===== src/rtl/ccp_channel.sv =====
`timescale 1ns/1ps
module ccp_channel #(
  parameter int TMR_W = 16,
  parameter int PWM_W = 8,
  parameter int SUB_W = 2,
  parameter int PS_W  = 4
) (
  input  logic             clk,
  input  logic             rst_n,
  input  logic [TMR_W-1:0] tmr_val,
  input  logic [PWM_W-1:0] pwm_tmr,
  input  logic             prd_start,
  input  logic             pin_in,
  input  logic             wr_en,
  input  logic [1:0]       wr_addr,
  input  logic [7:0]       wr_data,
  output logic [TMR_W-1:0] data_q,
  output logic [3:0]       mode_q,
  output logic             pin_out,
  output logic             pin_oe,
  output logic             flag_q,
  output logic             tmr_rst
);
  localparam int DUTY_W = PWM_W + SUB_W;
  localparam logic [PS_W-1:0] LAST4  = PS_W'(3);
  localparam logic [PS_W-1:0] LAST16 = PS_W'(15);

  logic [SUB_W-1:0]  dcb_q;
  logic [2:0]        sync_q;
  logic [PS_W-1:0]   ps_cnt;
  logic              eq_q;
  logic              out_q;
  logic [SUB_W-1:0]  sub_q;
  logic [DUTY_W-1:0] duty_buf;

  wire ctrl_wr   = wr_en && wr_addr == 2'd0;
  wire [3:0] new_mode = wr_data[3:0];
  wire mode_chg  = ctrl_wr && new_mode != mode_q;
  wire clr_wr    = wr_en && wr_addr == 2'd3 && !wr_data[0];

  wire m_pwm = mode_q[3:2] == 2'b11;
  wire m_cap = mode_q[3:2] == 2'b01;
  wire m_cmp = mode_q == 4'b0010 || mode_q[3:2] == 2'b10;
  wire m_dis = !(m_pwm || m_cap || m_cmp);

  wire rise     = sync_q[1] & ~sync_q[2];
  wire fall     = ~sync_q[1] & sync_q[2];
  wire edge_sel = (mode_q[1:0] == 2'b00) ? fall : rise;

  logic [PS_W-1:0] ps_last;
  always_comb begin
    case (mode_q[1:0])
      2'b10:   ps_last = LAST4;
      2'b11:   ps_last = LAST16;
      default: ps_last = '0;
    endcase
  end

  wire cap_ev = m_cap && edge_sel && ps_cnt == ps_last;
  wire eq     = tmr_val == data_q;
  wire hit    = m_cmp && eq && !eq_q;

  wire [DUTY_W-1:0] duty_stage = {data_q[PWM_W-1:0], dcb_q};
  wire [DUTY_W-1:0] pwm_cnt    = {pwm_tmr, sub_q};
  wire [DUTY_W-1:0] duty_m1    = duty_buf - DUTY_W'(1);
  wire pwm_end = duty_buf != '0 && pwm_cnt == duty_m1;

  always_ff @(posedge clk or negedge rst_n) begin
    if (!rst_n) begin
      mode_q <= '0;
      dcb_q  <= '0;
    end else if (ctrl_wr) begin
      mode_q <= new_mode;
      dcb_q  <= wr_data[4 +: SUB_W];
    end
  end

  always_ff @(posedge clk or negedge rst_n) begin
    if (!rst_n) sync_q <= '0;
    else        sync_q <= {sync_q[1:0], pin_in};
  end

  always_ff @(posedge clk or negedge rst_n) begin
    if (!rst_n)                 ps_cnt <= '0;
    else if (m_dis || mode_chg) ps_cnt <= '0;
    else if (m_cap && edge_sel) ps_cnt <= cap_ev ? '0 : ps_cnt + PS_W'(1);
  end

  always_ff @(posedge clk or negedge rst_n) begin
    if (!rst_n) data_q <= '0;
    else if (cap_ev) data_q <= tmr_val;
    else if (wr_en && wr_addr == 2'd1) data_q[7:0] <= wr_data;
    else if (wr_en && wr_addr == 2'd2) data_q[TMR_W-1:8] <= wr_data[TMR_W-9:0];
  end

  always_ff @(posedge clk or negedge rst_n) begin
    if (!rst_n) begin
      eq_q    <= 1'b0;
      flag_q  <= 1'b0;
      tmr_rst <= 1'b0;
    end else begin
      eq_q    <= eq;
      tmr_rst <= hit && mode_q == 4'b1011;
      if (cap_ev || hit) flag_q <= 1'b1;
      else if (clr_wr)   flag_q <= 1'b0;
    end
  end

  always_ff @(posedge clk or negedge rst_n) begin
    if (!rst_n) begin
      sub_q    <= '0;
      duty_buf <= '0;
    end else if (!m_pwm) begin
      sub_q    <= '0;
      duty_buf <= '0;
    end else if (prd_start) begin
      sub_q    <= '0;
      duty_buf <= duty_stage;
    end else begin
      sub_q    <= sub_q + SUB_W'(1);
    end
  end

  always_ff @(posedge clk or negedge rst_n) begin
    if (!rst_n) out_q <= 1'b0;
    else if (mode_chg) out_q <= new_mode == 4'b1001;
    else if (m_dis || m_cap) out_q <= 1'b0;
    else if (m_pwm) begin
      if (prd_start)    out_q <= duty_stage != '0;
      else if (pwm_end) out_q <= 1'b0;
    end else if (hit) begin
      case (mode_q)
        4'b0010: out_q <= ~out_q;
        4'b1000: out_q <= 1'b1;
        4'b1001: out_q <= 1'b0;
        default: out_q <= out_q;
      endcase
    end
  end

  assign pin_oe  = m_pwm || mode_q == 4'b0010 || mode_q[3:1] == 3'b100;
  assign pin_out = pin_oe & out_q;

  // off and reserved modes keep latch and prescaler cleared
  p_quiet_when_off_r1: assert property (@(posedge clk) disable iff (!rst_n)
    (m_dis && !ctrl_wr) |=> (!out_q && ps_cnt == '0 && !tmr_rst));
  p_cap_stores_r3: assert property (@(posedge clk) disable iff (!rst_n)
    cap_ev |=> (flag_q && data_q == $past(tmr_val)));
  p_ps_clear_r4: assert property (@(posedge clk) disable iff (!rst_n)
    mode_chg |=> ps_cnt == '0);
  p_single_hit_r5: assert property (@(posedge clk) disable iff (!rst_n)
    hit |=> !hit);
  p_toggle_r6: assert property (@(posedge clk) disable iff (!rst_n)
    (hit && mode_q == 4'b0010 && !ctrl_wr) |=> out_q != $past(out_q));
  p_set_high_r7: assert property (@(posedge clk) disable iff (!rst_n)
    (hit && mode_q == 4'b1000 && !ctrl_wr) |=> out_q);
  p_set_low_r7: assert property (@(posedge clk) disable iff (!rst_n)
    (hit && mode_q == 4'b1001 && !ctrl_wr) |=> !out_q);
  p_trig_pulse_r9: assert property (@(posedge clk) disable iff (!rst_n)
    tmr_rst |=> !tmr_rst);
  p_pwm_zero_r10: assert property (@(posedge clk) disable iff (!rst_n)
    (m_pwm && prd_start && duty_stage == '0 && !ctrl_wr) |=> !out_q);
  p_flag_hold_r12: assert property (@(posedge clk) disable iff (!rst_n)
    (flag_q && !clr_wr) |=> flag_q);
endmodule


===== config.mk =====
export PLATFORM = sky130hd
export DESIGN_NAME = ccp_channel
export DESIGN_NICKNAME = d
export VERILOG_FILES = /design/src/rtl/ccp_channel.sv
export SDC_FILE = /design/constraint.sdc
export NUM_CORES = 1
export LEC_CHECK = 0
export ABC_AREA = 1
export BUFFER_PORTS_ARGS = -buffer_cell sky130_fd_sc_hd__buf_2
export CORE_MARGIN = 2
export CORE_UTILIZATION = 50
export CTS_BUF_LIST = sky130_fd_sc_hd__clkbuf_2
export DETAILED_ROUTE_END_ITERATION = 12
export PLACE_DENSITY = 0.89
export SLEW_MARGIN = 0
export SYNTH_ARGS = -nofsm -noshare
export SYNTH_HDL_FRONTEND = slang
export SYNTH_SLANG_ARGS = --single-unit

===== constraint.sdc =====
create_clock -name clk -period 1.5 [get_ports clk]
set_input_delay 0.3 -clock clk [delete_from_list [all_inputs] [get_ports clk]]
set_output_delay 0.3 -clock clk [all_outputs]
set_load 0.005 [all_outputs]

==> After elaboration in Yosys (flattened, before gate mapping) <==
Index checks and enable logic that the tools add are counted.
{ "classes": {"n_bitwise": 6, "addsub": 3, "muxes": 22, "eq_ne": 21, "reduce_logical": 35} }
{ "op_table": {"columns": ["cell", "count"], "rows": [
  ["8-bit 2-to-1 mux", 3],
  ["10-bit 2-to-1 mux", 2],
  ["10-bit nonzero test", 2],
  ["16-bit equality test", 1],
  ["4-bit equality test, second input constant", 4],
  ["16-bit 2-to-1 mux", 1],
  ["2-bit equality test, second input constant", 6],
  ["1-bit logical AND", 12],
  ["4-bit 2-to-1 mux", 3],
  ["10-bit equality test", 1],
  ["10-bit by 1-bit subtractor with 10-bit output, second input constant", 1],
  ["1-bit 2-to-1 mux", 9],
  ["1-bit logical OR", 8],
  ["4-bit one-hot mux with 2 select lines", 1],
  ["2-bit nonzero test", 4],
  ["6-bit nonzero test", 1],
  ["5-bit by 3-bit inequality test with 1-bit output, second input constant", 1],
  ["4-bit by 1-bit adder with 4-bit output, second input constant", 1],
  ["2-bit by 1-bit equality test with 1-bit output, second input constant", 2],
  ["4-bit by 2-bit equality test with 1-bit output, second input constant", 1],
  ["4-bit equality test", 1],
  ["2-bit logical NOT", 2],
  ["2-bit 2-to-1 mux", 2],
  ["2-bit inequality test, second input constant", 2],
  ["10 further kinds", 16]
]} }
{ "word_totals": {"ff_bits": 45, "word_cells": 99, "output_inout_bits": 24, "inputBits": 39} }

==> Depth between registers and ports, before layout <==
Gate-level depths: netlist (run 1).
{ "depth": {"word_depth": 8, "ltp_mapped": 15, "depth_no_buf": 15} }

==> Worst setup path after synthesis (run 1) <==
No wires, ideal clock.
{ "synth_timing": {"kind": "flip-flop to flip-flop", "from": "register duty_buf[0]", "to": "register out_q", "required_time_ps": 1384, "setup_slack_ps": -162, "path_buffers": 0, "arrival_ps": 1546, "stages_incl_launch_ff": 14, "setup_time_ps": 116, "synth_period_minus_slack_ps": 1662, "cell_sequence": "dfrtp_1 -> inv_1 -> ha_1 -> or2_2 -> nand3_1 -> nand2_1 -> nor2_1 -> nand2_1 -> nor2_1 -> nand3_1 -> nand2_1 -> nand2_1 -> nand2_1 -> nand2_1"} }
{ "synth_via": {"elab_chain_len": 5, "word_cells_on_any_way": 6, "cone_classes": "1 x add/sub; 2 x eq/ne; 3 x reduce/logical"} }
{ "synth_rtl": {"columns": ["item", "line", "rtl"], "rows": [
  ["start, declared", "34", "logic [DUTY_W-1:0] duty_buf;"],
  ["start signal, assigned", "118", "duty_buf <= duty_stage;"],
  ["10-bit by 1-bit subtractor with 10-bit output", "65", "wire [DUTY_W-1:0] duty_m1 = duty_buf - DUTY_W'(1);"],
  ["10-bit equality test", "66", "wire pwm_end = duty_buf != '0 && pwm_cnt == duty_m1;"],
  ["1-bit logical AND *", "66", null],
  ["5-bit by 3-bit inequality test with 1-bit output (no line) *", null, null],
  ["3-bit AND reduction (no line) *", null, null],
  ["end signal, assigned", "133", "4'b0010: out_q <= ~out_q;"],
  ["end signal, assigned", "136", "default: out_q <= out_q;"],
  ["end, declared", "32", "logic out_q;"]
]} }
Every way passes the cells marked *; elsewhere a longest branch is shown, timed or not.
A chain may end at the register's enable or synchronous reset.

==> Worst setup path in the final report (run 1) <==
{ "layout_timing": {"from": "register mode_q[2]", "to": "register out_q"} }
{ "layout_via": {"elab_chain_len": 7, "word_cells_on_any_way": 24, "cone_classes": "8 x eq/ne; 5 x mux; 11 x reduce/logical"} }
{ "layout_rtl": {"columns": ["item", "line", "rtl"], "rows": [
  ["start, declared", "18", "output logic [3:0] mode_q,"],
  ["start signal, assigned", "73", "mode_q <= new_mode;"],
  ["parallel branches: the longest is 7 deep, another holds 4-bit equality test", null, null]
]} }
Parallel ways; which one is timed is not known. The select of a mux whose other input is x is not followed.

==> impl_metrics.env, run 1 <==
export IMPL_status="finished with violations"
export IMPL_violations="negative setup slack"
export IMPL_min_path_cells=3
export IMPL_wl_um=9790
export IMPL_rows=27
export IMPL_synthSimpleGateAreaFrac=0.353
export IMPL_vias=3330
export IMPL_rsz0062_at_grt="true"
export IMPL_first_iter_violations=392
export IMPL_peakVddDrop_mv=0.697
export IMPL_slew_limit_headroom=0.704
export IMPL_p_leak_nw=2.17
export IMPL_die_x_um=78.9
export IMPL_ff2ff_path_depth=14
export IMPL_gp_congestion=0.898
export IMPL_synth_top_family_by_area="simple AND/OR/NAND/NOR gates"
export IMPL_skew_ps=27.3
export IMPL_wl_per_cell_um=16.5
export IMPL_antenna_cells=0
export IMPL_setup_slack_ps=-503
export IMPL_worst_pin_slew_ps=441
export IMPL_period_needed_ps=2000
export IMPL_ant_nets=0
export IMPL_dp_hpwl_um=5680
export IMPL_postSynthCellCount=387
export IMPL_setup_viol=29
export IMPL_endpoint_kind="register"
export IMPL_fp_dieH_um=78.9
export IMPL_core_area_mm2=0.00547
export IMPL_antenna_found_initial=0
export IMPL_grt_pass1_wl_um=14500
export IMPL_fin_util=0.750
export IMPL_worstSetupPathType="register to register"
export IMPL_crit_start="mode_q[2]$_DFFE_PN0P_"
export IMPL_timing_final_crit_share=1.34
export IMPL_synthAdderAreaFrac=0.0134
export IMPL_initial_core_util=0.513
export IMPL_yosysSeqAreaShare=0.401
export IMPL_grt_usage=0.299
export IMPL_synth_top_cell_area_share=0.401
export IMPL_final_common_cell="nand2_1"
export IMPL_nets=563
export IMPL_hold_class="input port to register"
export IMPL_arrival_ps=2380
export IMPL_yosys_area_top_type="dfrtp_1"
export IMPL_dieArea_mm2=0.00623
export IMPL_cp_required_ps=1880
export IMPL_clockRootBuffer="clkbuf_2"
export IMPL_grt_pass1_vias=3164
export IMPL_cts_buffers=5
export IMPL_ys_warn_count=0
export IMPL_io_pins=63
export IMPL_drive_gt1_frac=0.400
export IMPL_first_pass_iters=5
export IMPL_maxSlewViolCount=0
export IMPL_via_per_inst=5.61
export IMPL_netlist_area_mm2=0.00281
export IMPL_grt_max_degree=46
export IMPL_clkTransAtPathRegs_ps=280
export IMPL_fmax_mhz=499
export IMPL_worstSkewPairLatency_ps=470
export IMPL_synth_compound_area_frac=0.0673
export IMPL_crit_fanout=3
export IMPL_min_from="tmr_val[14]"
export IMPL_synthMuxAreaShare=0
export IMPL_syn_nets=429
export IMPL_synth_seq_cells=45
export IMPL_r2r_end="out_q$_DFFE_PN0P_"
export IMPL_cts_tree="built"
export IMPL_rr_startpoint="mode_q[2]$_DFFE_PN0P_"
export IMPL_syn_avg_cell_area_um2=7.26
export IMPL_clock_sinks=45
export IMPL_pwr_density_cell_mw_per_mm2=1100
export IMPL_fin_setup_tns_ps=-7850
export IMPL_syn_to_final_growth_pct=46.2
export IMPL_max_cap_violations=0
export IMPL_synth_cell_types=30
export IMPL_synth_area_leaders="dfrtp_1 40%, nand2_1 16%, nand3_1 6.4%"
export IMPL_grt_overflow=0
export IMPL_layout_common_cells="105 x nand2_1, 59 x buf_2, 48 x buf_4"
export IMPL_critPathCapture="out_q$_DFFE_PN0P_"
export IMPL_htree_num_levels=2
export IMPL_reg2reg_slack_ps=-500
export IMPL_synthXorXnorAreaFrac=0.0905
export IMPL_start_kind="register"
export IMPL_ctsLongestPathBuffers=2
export IMPL_port_buffers=62
export IMPL_hold_viol_final=0
export IMPL_drc=0
[final cells by class]
cell class	count	area [µm²]
multi-input combinational	292	1730
tap	72	90.1
sequential	45	1130
timing repair buffer	130	921
inverter	47	184
clock buffer	5	25.0
clock inverter	3	21.3
fill	370	1370
[registers in the layout, summed over array words and instances (netlist names), 2 cells and up]
register / cells
data_q: 16
duty_buf: 10
mode_q: 4
ps_cnt: 4
sync_q: 3
dcb_q: 2
sub_q: 2
[timing repair]
item                                   4_1_cts  5_1_grt
resized for setup                           53       44
hold buffers                                 2        0
pin swaps                                   16       28
setup endpoints to repair                   25       32
endpoints found under the hold margin       46        0
gates cloned                                 1        0
setup buffers                               21        7
[power by group]
group	internal (mW)	switching [mW]
Combinational	1.05	1.14
Sequential	1.45	0.302
Clock	0.118	0.457
Total	2.61	1.90
[metal layers]
metal  routed length, µm  part of all wire  GRT usage
met1                3630              0.37      0.348
met5                   0                 0          0
met3                 705             0.072     0.0466
met2                4870              0.50      0.535
met4                 588             0.060      0.147
[stage by stage]
step	hold WS (ps)	setup slack, ps	power [mW]	cell area (µm²)	cells
final	65.4	-503	4.52	4110	594
after CTS	76.7	-322	4.19	3940	591
after floorplan	4.41	-17.6	2.61	2840	387
after global placement	298	-151	3.27	3530	559
after detailed placement	301	-240	3.34	3530	559
after global routing	47.0	-502	4.75	4110	594
[worst min path at each step]
stage	end	slack, ps
2_1_floorplan	data_q[0]$_DFFE_PN0P_	4
3_3_place_gp	tmr_rst$_DFF_PN0_	300
3_5_place_dp	sync_q[2]$_DFF_PN0_	300
4_1_cts	data_q[14]$_DFFE_PN0P_	80
5_1_grt	data_q[9]$_DFFE_PN0P_	50
6_report	data_q[14]$_DFFE_PN0P_	70
[cell usage after synthesis (all sizes together)]
master and n:
a21oi 12, and2 2, buf 2, clkbuf 2, clkinv 1, dfrtp 45, ha 3, inv 46
nand2 120, nand3 37, nand4 8, nor2 46, nor3 7, nor4 1, o21a 1, o21ai 20
o221ai 2, or2 3, xnor2 15, xor2 14
[worst max-delay path: stages (launching register included)]
cell and delay (ps):
dfrtp_1 510, inv_2 140, nand2_4 80, nor2_4 120, inv_2 50, buf_4 120, buf_4 120, buf_4 120
buf_4 120, nand2_1 70, nand4_1 100, nand2_1 120, nand2_1 80, nand2_1 70, nand2_1 70
[cells by family (layout without fill, tap and decap cells)]
kind of cell	Yosys count	in the layout
xor gates and xnor gates	29	29
AOI/OAI and AO/OA	35	35
adders and majority gates	3	3
DFF	45	45
and+or+nand+nor	224	225
buffers and inverters	51	185
No activity file was read; power rests on OpenSTA's default activity.
==> inputs of run 2 (changes only) <==
--- a/config.mk
+++ b/config.mk
@@ -12,6 +12,7 @@
 export CTS_BUF_LIST = sky130_fd_sc_hd__clkbuf_2
 export DETAILED_ROUTE_END_ITERATION = 12
 export PLACE_DENSITY = 0.89
+export REMOVE_ABC_BUFFERS = 1
 export SLEW_MARGIN = 0
 export SYNTH_ARGS = -nofsm -noshare
 export SYNTH_HDL_FRONTEND = slang
==> impl_metrics.env, run 2 (synthesis gave the netlist of run 1 again) <==
export IMPL_crit_start="mode_q[3]$_DFFE_PN0P_"
export IMPL_first_pass_iters=6
export IMPL_timing_final_crit_share=1.28
export IMPL_skew_ps=14.9
export IMPL_htree_num_levels=2
export IMPL_dp_hpwl_um=5750
export IMPL_worstSkewPairLatency_ps=450
export IMPL_largest_register_ffs=16
export IMPL_vias=3366
export IMPL_maxSlewViolCount=0
export IMPL_period_needed_ps=1920
export IMPL_io_pins=63
export IMPL_r2r_end="out_q$_DFFE_PN0P_"
export IMPL_peakVddDrop_mv=0.817
export IMPL_clock_sinks=45
export IMPL_design_area_mm2=0.00412
export IMPL_antenna_cells=0
export IMPL_wl_met2_um=4840
export IMPL_grt_usage=0.288
export IMPL_status="finished with violations"
export IMPL_drive_gt1_frac=0.409
export IMPL_wl_um=9880
export IMPL_wl_met1_um=3690
export IMPL_dieArea_mm2=0.00623
export IMPL_grt_overflow=0
export IMPL_cp_top_family="buffers and inverters"
export IMPL_slew_limit_headroom=0.679
export IMPL_grt_pass1_vias=3008
export IMPL_arrival_ps=2290
export IMPL_gp_congestion=0.918
export IMPL_min_from="tmr_val[10]"
export IMPL_syn_to_final_growth_pct=46.8
export IMPL_drc=0
export IMPL_die_x_um=78.9
export IMPL_nets=571
export IMPL_slowest_delay_ps=470
export IMPL_crit_buf_inv=6
export IMPL_final_common_cell="nand2_1"
export IMPL_setup_slack_ps=-420
export IMPL_finalPower_mw=4.73
export IMPL_reg2reg_slack_ps=-420
export IMPL_initial_core_util=0.513
export IMPL_hold_viol_final=0
export IMPL_crit_slowest_cell="dfrtp_1"
export IMPL_endpoint_kind="register"
export IMPL_clkTransAtPathRegs_ps=260
export IMPL_ff2ff_path_depth=14
export IMPL_start_kind="register"
export IMPL_cts_tree="built"
export IMPL_crit_fanout=3
export IMPL_placed_cell_area_mm2=0.00358
export IMPL_core_area_mm2=0.00547
export IMPL_cts_buffers=5
export IMPL_cp_num_cells=14
export IMPL_path_cells="buf_6 > nand2_4 > nor2_4 > inv_2 > buf_4 > buf_4 > buf_4 > buf_4 > nand2_2 > nand4_1 > nand2_1 > nand2_1 > nand2_1 > nand2_1"
export IMPL_max_cap_violations=0
export IMPL_top_register="data_q"
export IMPL_hold_class="input port to register"
export IMPL_ant_nets=0
export IMPL_antenna_found_initial=0
export IMPL_violations="negative setup slack"
export IMPL_reg_largest_list="data_q: 16 flops, duty_buf: 10 flops"
export IMPL_rsz0062_at_grt="true"
export IMPL_p_leak_nw=2.18
export IMPL_first_iter_violations=366
export IMPL_wl_per_cell_um=16.4
export IMPL_setup_viol=28
export IMPL_port_buffers=62
export IMPL_worst_pin_slew_ps=477
export IMPL_clockRootBuffer="clkbuf_2"
export IMPL_fmax_mhz=521
export IMPL_wl_met3_um=731
export IMPL_grt_max_degree=46
export IMPL_via_per_inst=5.59
export IMPL_top_layer="met4"
export IMPL_fp_dieH_um=78.9
export IMPL_ctsLongestPathBuffers=2
export IMPL_pwr_density_cell_mw_per_mm2=1150
export IMPL_rr_startpoint="mode_q[3]$_DFFE_PN0P_"
export IMPL_holdWs_ps=64.5
export IMPL_critPathCapture="out_q$_DFFE_PN0P_"
export IMPL_cp_required_ps=1870
export IMPL_rows=27
export IMPL_layout_common_cells="103 x nand2_1, 60 x buf_4, 59 x buf_2"
export IMPL_grt_pass1_wl_um=14100
export IMPL_worstSetupPathType="register to register"
[run 2: changes by cell type in the layout (fill, tap and decap cells not counted), moves of 3 or more]
cell / change
nand2_2: +4
o21ai_0: +3
o21ai_2: -3
buf_6: -3
nor2_4: -3
buf_4: +12
nor2_2: +4
[run 2: power by group]
part | switching, mW | internal [mW]
clock network | 0.459 | 0.275
logic | 1.17 | 1.11
registers | 0.265 | 1.45
[run 2: final cells by class]
cell class / instances / area [µm²]
inverter: 47 / 179
fill: 368 / 1350
sequential: 45 / 1130
timing repair buffer: 139 / 977
clock buffer: 5 / 25.0
tap: 72 / 90.1
clock inverter: 3 / 41.3
multi-input combinational: 291 / 1680
[run 2: worst min path at each step]
| stage | end | slack, ps | depth (start not counted) |
|---|---|---|---|
| after global placement | sync_q[2]$_DFF_PN0_ | 290 | 2 |
| after CTS | dcb_q[1]$_DFFE_PN0P_ | 60 | 3 |
| after global routing | data_q[10]$_DFFE_PN0P_ | 80 | 3 |
| after detailed placement | sync_q[2]$_DFF_PN0_ | 290 | 2 |
| after floorplan | data_q[0]$_DFFE_PN0P_ | 4 | 0 |
| final | data_q[10]$_DFFE_PN0P_ | 60 | 3 |
[run 2: worst reg2reg max path, cell delays in order, from the launching register on]
cell	delay [ps]
dfrtp_1	470
buf_6	150
nand2_4	60
nor2_4	110
inv_2	50
buf_4	130
buf_4	120
buf_4	130
buf_4	130
nand2_2	60
nand4_1	120
nand2_1	150
nand2_1	60
nand2_1	60
nand2_1	50
[run 2: metal layers]
metal,track usage,vias to the layer above
met3,0.0364,64
li1,-,1505
met4,0.126,0
met5,0,-
met2,0.515,205
met1,0.348,1592
[run 2: repair_timing]
item                       CTS  global route
hold endpoints to repair    46             0
pin swaps                   19            14
gates resized for setup     53            34
setup endpoints to repair   25            30
hold buffers                 2             0
buffers inserted            19             7
[run 2: through the flow]
stage                     TNS [ps]  instances  setup slack (ps)   util
after detailed placement     -2010        569              -283  0.654
after CTS                    -5560        596              -312  0.725
after global routing        -10190        602              -516  0.753
final                        -7810        602              -420  0.753
after floorplan              -2360        383              -172      -
after global placement       -1180        569              -220  0.654
==> inputs of run 3 (changes only) <==
--- a/config.mk
+++ b/config.mk
@@ -8,10 +8,10 @@
 export ABC_AREA = 1
 export BUFFER_PORTS_ARGS = -buffer_cell sky130_fd_sc_hd__buf_2
 export CORE_MARGIN = 2
-export CORE_UTILIZATION = 50
+export CORE_UTILIZATION = 30
 export CTS_BUF_LIST = sky130_fd_sc_hd__clkbuf_2
 export DETAILED_ROUTE_END_ITERATION = 12
-export PLACE_DENSITY = 0.89
+export PLACE_DENSITY = 0.62
 export REMOVE_ABC_BUFFERS = 1
 export SLEW_MARGIN = 0
 export SYNTH_ARGS = -nofsm -noshare
==> impl_metrics.env, run 3 (synthesis gave the netlist of run 1 again) <==
export IMPL_clock_sinks=45
export IMPL_fin_util=0.485
export IMPL_place_ws_ps=-283
export IMPL_gp_congestion=0.820
export IMPL_antenna_found_initial=0
export IMPL_rsz0062_at_grt="true"
export IMPL_grt_pass1_vias=2895
export IMPL_path_cells="inv_2 > buf_6 > nand4_1 > nand3_2 > and2_4 > buf_6"
export IMPL_initial_core_util=0.307
export IMPL_violations="negative setup slack"
export IMPL_grt_max_degree=46
export IMPL_status="finished with violations"
export IMPL_endpoint_kind="primary output"
export IMPL_p_sw_mw=1.80
export IMPL_nFillCells=864
export IMPL_slew_limit_headroom=0.736
export IMPL_worstSkewPairLatency_ps=450
export IMPL_peakVddDrop_mv=0.452
export IMPL_holdWs_ps=66.4
export IMPL_final_seq_area_mm2=0.00113
export IMPL_start_kind="register"
export IMPL_clockRootBuffer="clkbuf_2"
export IMPL_slowest_delay_ps=450
export IMPL_hold_viol_final=0
export IMPL_grt_usage=0.162
export IMPL_min_from="tmr_val[15]"
export IMPL_antenna_cells=0
export IMPL_clock_power_share=0.121
export IMPL_wl_um=8350
export IMPL_worst_pin_slew_ps=393
export IMPL_reg_largest_list="data_q: 16 flops, duty_buf: 10 flops"
export IMPL_final_common_cell="nand2_1"
export IMPL_fmax_mhz=539
export IMPL_first_pass_iters=4
export IMPL_multiInputGateArea_mm2=0.00182
export IMPL_cts_buffers=5
export IMPL_cpMostUsedCell="buf_6"
export IMPL_fin_setup_tns_ps=-5510
export IMPL_arrival_ps=1550
export IMPL_placed_cell_area_mm2=0.00368
export IMPL_wl_per_cell_um=12.9
export IMPL_holdPathEnd="data_q[15]$_DFFE_PN0P_"
export IMPL_ant_nets=0
export IMPL_combPwrFrac=0.510
export IMPL_cp_required_ps=1200
export IMPL_rr_startpoint="mode_q[1]$_DFFE_PN0P_"
export IMPL_layout_common_cells="99 x nand2_1, 53 x buf_2, 52 x buf_4"
export IMPL_sw_frac_of_total=0.391
export IMPL_clkTransAtPathRegs_ps=260
export IMPL_grt_pass1_wl_um=13200
export IMPL_htree_num_levels=2
export IMPL_grt_overflow=0
export IMPL_hold_class="input port to register"
export IMPL_timing_final_crit_share=1.24
export IMPL_dieArea_mm2=0.0101
export IMPL_cts_tree="built"
export IMPL_seqPwrFrac=0.369
export IMPL_rows=35
export IMPL_io_pins=63
export IMPL_period_needed_ps=1850
export IMPL_via_per_inst=4.63
export IMPL_maxSlewViolCount=0
export IMPL_port_buffers=62
export IMPL_worstSetupPathType="register to primary output"
export IMPL_core_area_mm2=0.00915
export IMPL_ff2ff_path_depth=11
export IMPL_fp_dieH_um=101
export IMPL_nets=576
export IMPL_ctsLongestPathBuffers=2
export IMPL_reg2reg_slack_ps=-290
export IMPL_r2r_end="data_q[7]$_DFFE_PN0P_"
export IMPL_skew_ps=28.5
export IMPL_min_path_cells=3
export IMPL_syn_to_final_growth_pct=58.2
export IMPL_p_leak_nw=2.30
export IMPL_crit_slowest_cell="dfrtp_1"
export IMPL_die_x_um=101
export IMPL_dp_hpwl_um=6110
export IMPL_setup_viol=27
export IMPL_max_cap_violations=0
export IMPL_drive_gt1_frac=0.426
export IMPL_largest_register_ffs=16
export IMPL_design_area_mm2=0.00444
export IMPL_vias=2991
export IMPL_top_register="data_q"
export IMPL_first_iter_violations=95
export IMPL_crit_fanout=2
export IMPL_p_int_mw=2.81
export IMPL_setup_slack_ps=-355
export IMPL_pwr_density_cell_mw_per_mm2=1040
export IMPL_drc=0
run 3: changes by cell type in the layout (fill, tap and decap cells not counted), sizes merged:
cell / delta
bufinv: -1
clkinvlp: -1
buf: +4
clkinv: +1
inv: +1
clkbuf: +1
run 3: layout make-up:
class,instances,share of cell area
multi-input cells,291,0.409
repair buffers,144,0.255
inverters,47,0.0403
well taps,111,0.0313
clock inverters,3,0.00479
clock buffers,5,0.00563
flip-flops and latches,45,0.254
run 3: critical path, delay by kind of cell, from the launching register on:
family,cells,cell delay [ps]
buf+inv,3,270
flops,1,450
simple gates,3,410
run 3: metrics by stage:
step | total power [mW] | instances
final | 4.62 | 646
after global routing | 4.96 | 646
after CTS | 4.30 | 643
after detailed placement | 3.45 | 613
after global placement | 3.41 | 613
after floorplan | 2.58 | 383
run 3: power by group through the flow:
stage	Sequential (mW)	Combinational (mW)	Clock, mW
after floorplan	1.70	0.887	0
after global placement	1.71	1.70	0
after detailed placement	1.71	1.74	0
after CTS	1.69	2.03	0.576
after global routing	1.74	2.59	0.633
final	1.70	2.35	0.558
run 3: worst max path at each step:
stage                                  startpoint               endpoint
after global routing        mode_q[0]$_DFFE_PN0P_                pin_out
final                       mode_q[0]$_DFFE_PN0P_                pin_out
after CTS                   mode_q[1]$_DFFE_PN0P_                pin_out
after floorplan                             wr_en  ps_cnt[2]$_DFFE_PN0P_
after detailed placement  duty_buf[0]$_DFFE_PN0P_      out_q$_DFFE_PN0P_
after global placement    duty_buf[0]$_DFFE_PN0P_      out_q$_DFFE_PN0P_
run 3: timing repair:
| action | 4_1_cts | 5_1_grt |
|---|---|---|
| hold buffers | 2 | 0 |
| gates resized for setup | 48 | 85 |
| hold endpoints to repair | 46 | 0 |
| cloned | 1 | 0 |
| buffers inserted | 20 | 6 |
| endpoints found under the setup margin | 27 | 34 |
| pin swaps | 9 | 40 |
run 3: per-layer routing:
layer / up-vias / part of all wire / GRT usage / wire length, µm
met5: - / 0 / 0 / 0
met4: 0 / 0.013 / 0.0453 / 106
met3: 11 / 0.030 / 0.0229 / 254
met2: 54 / 0.52 / 0.277 / 4300
met1: 1404 / 0.44 / 0.214 / 3690
li1: 1522 / - / - / -
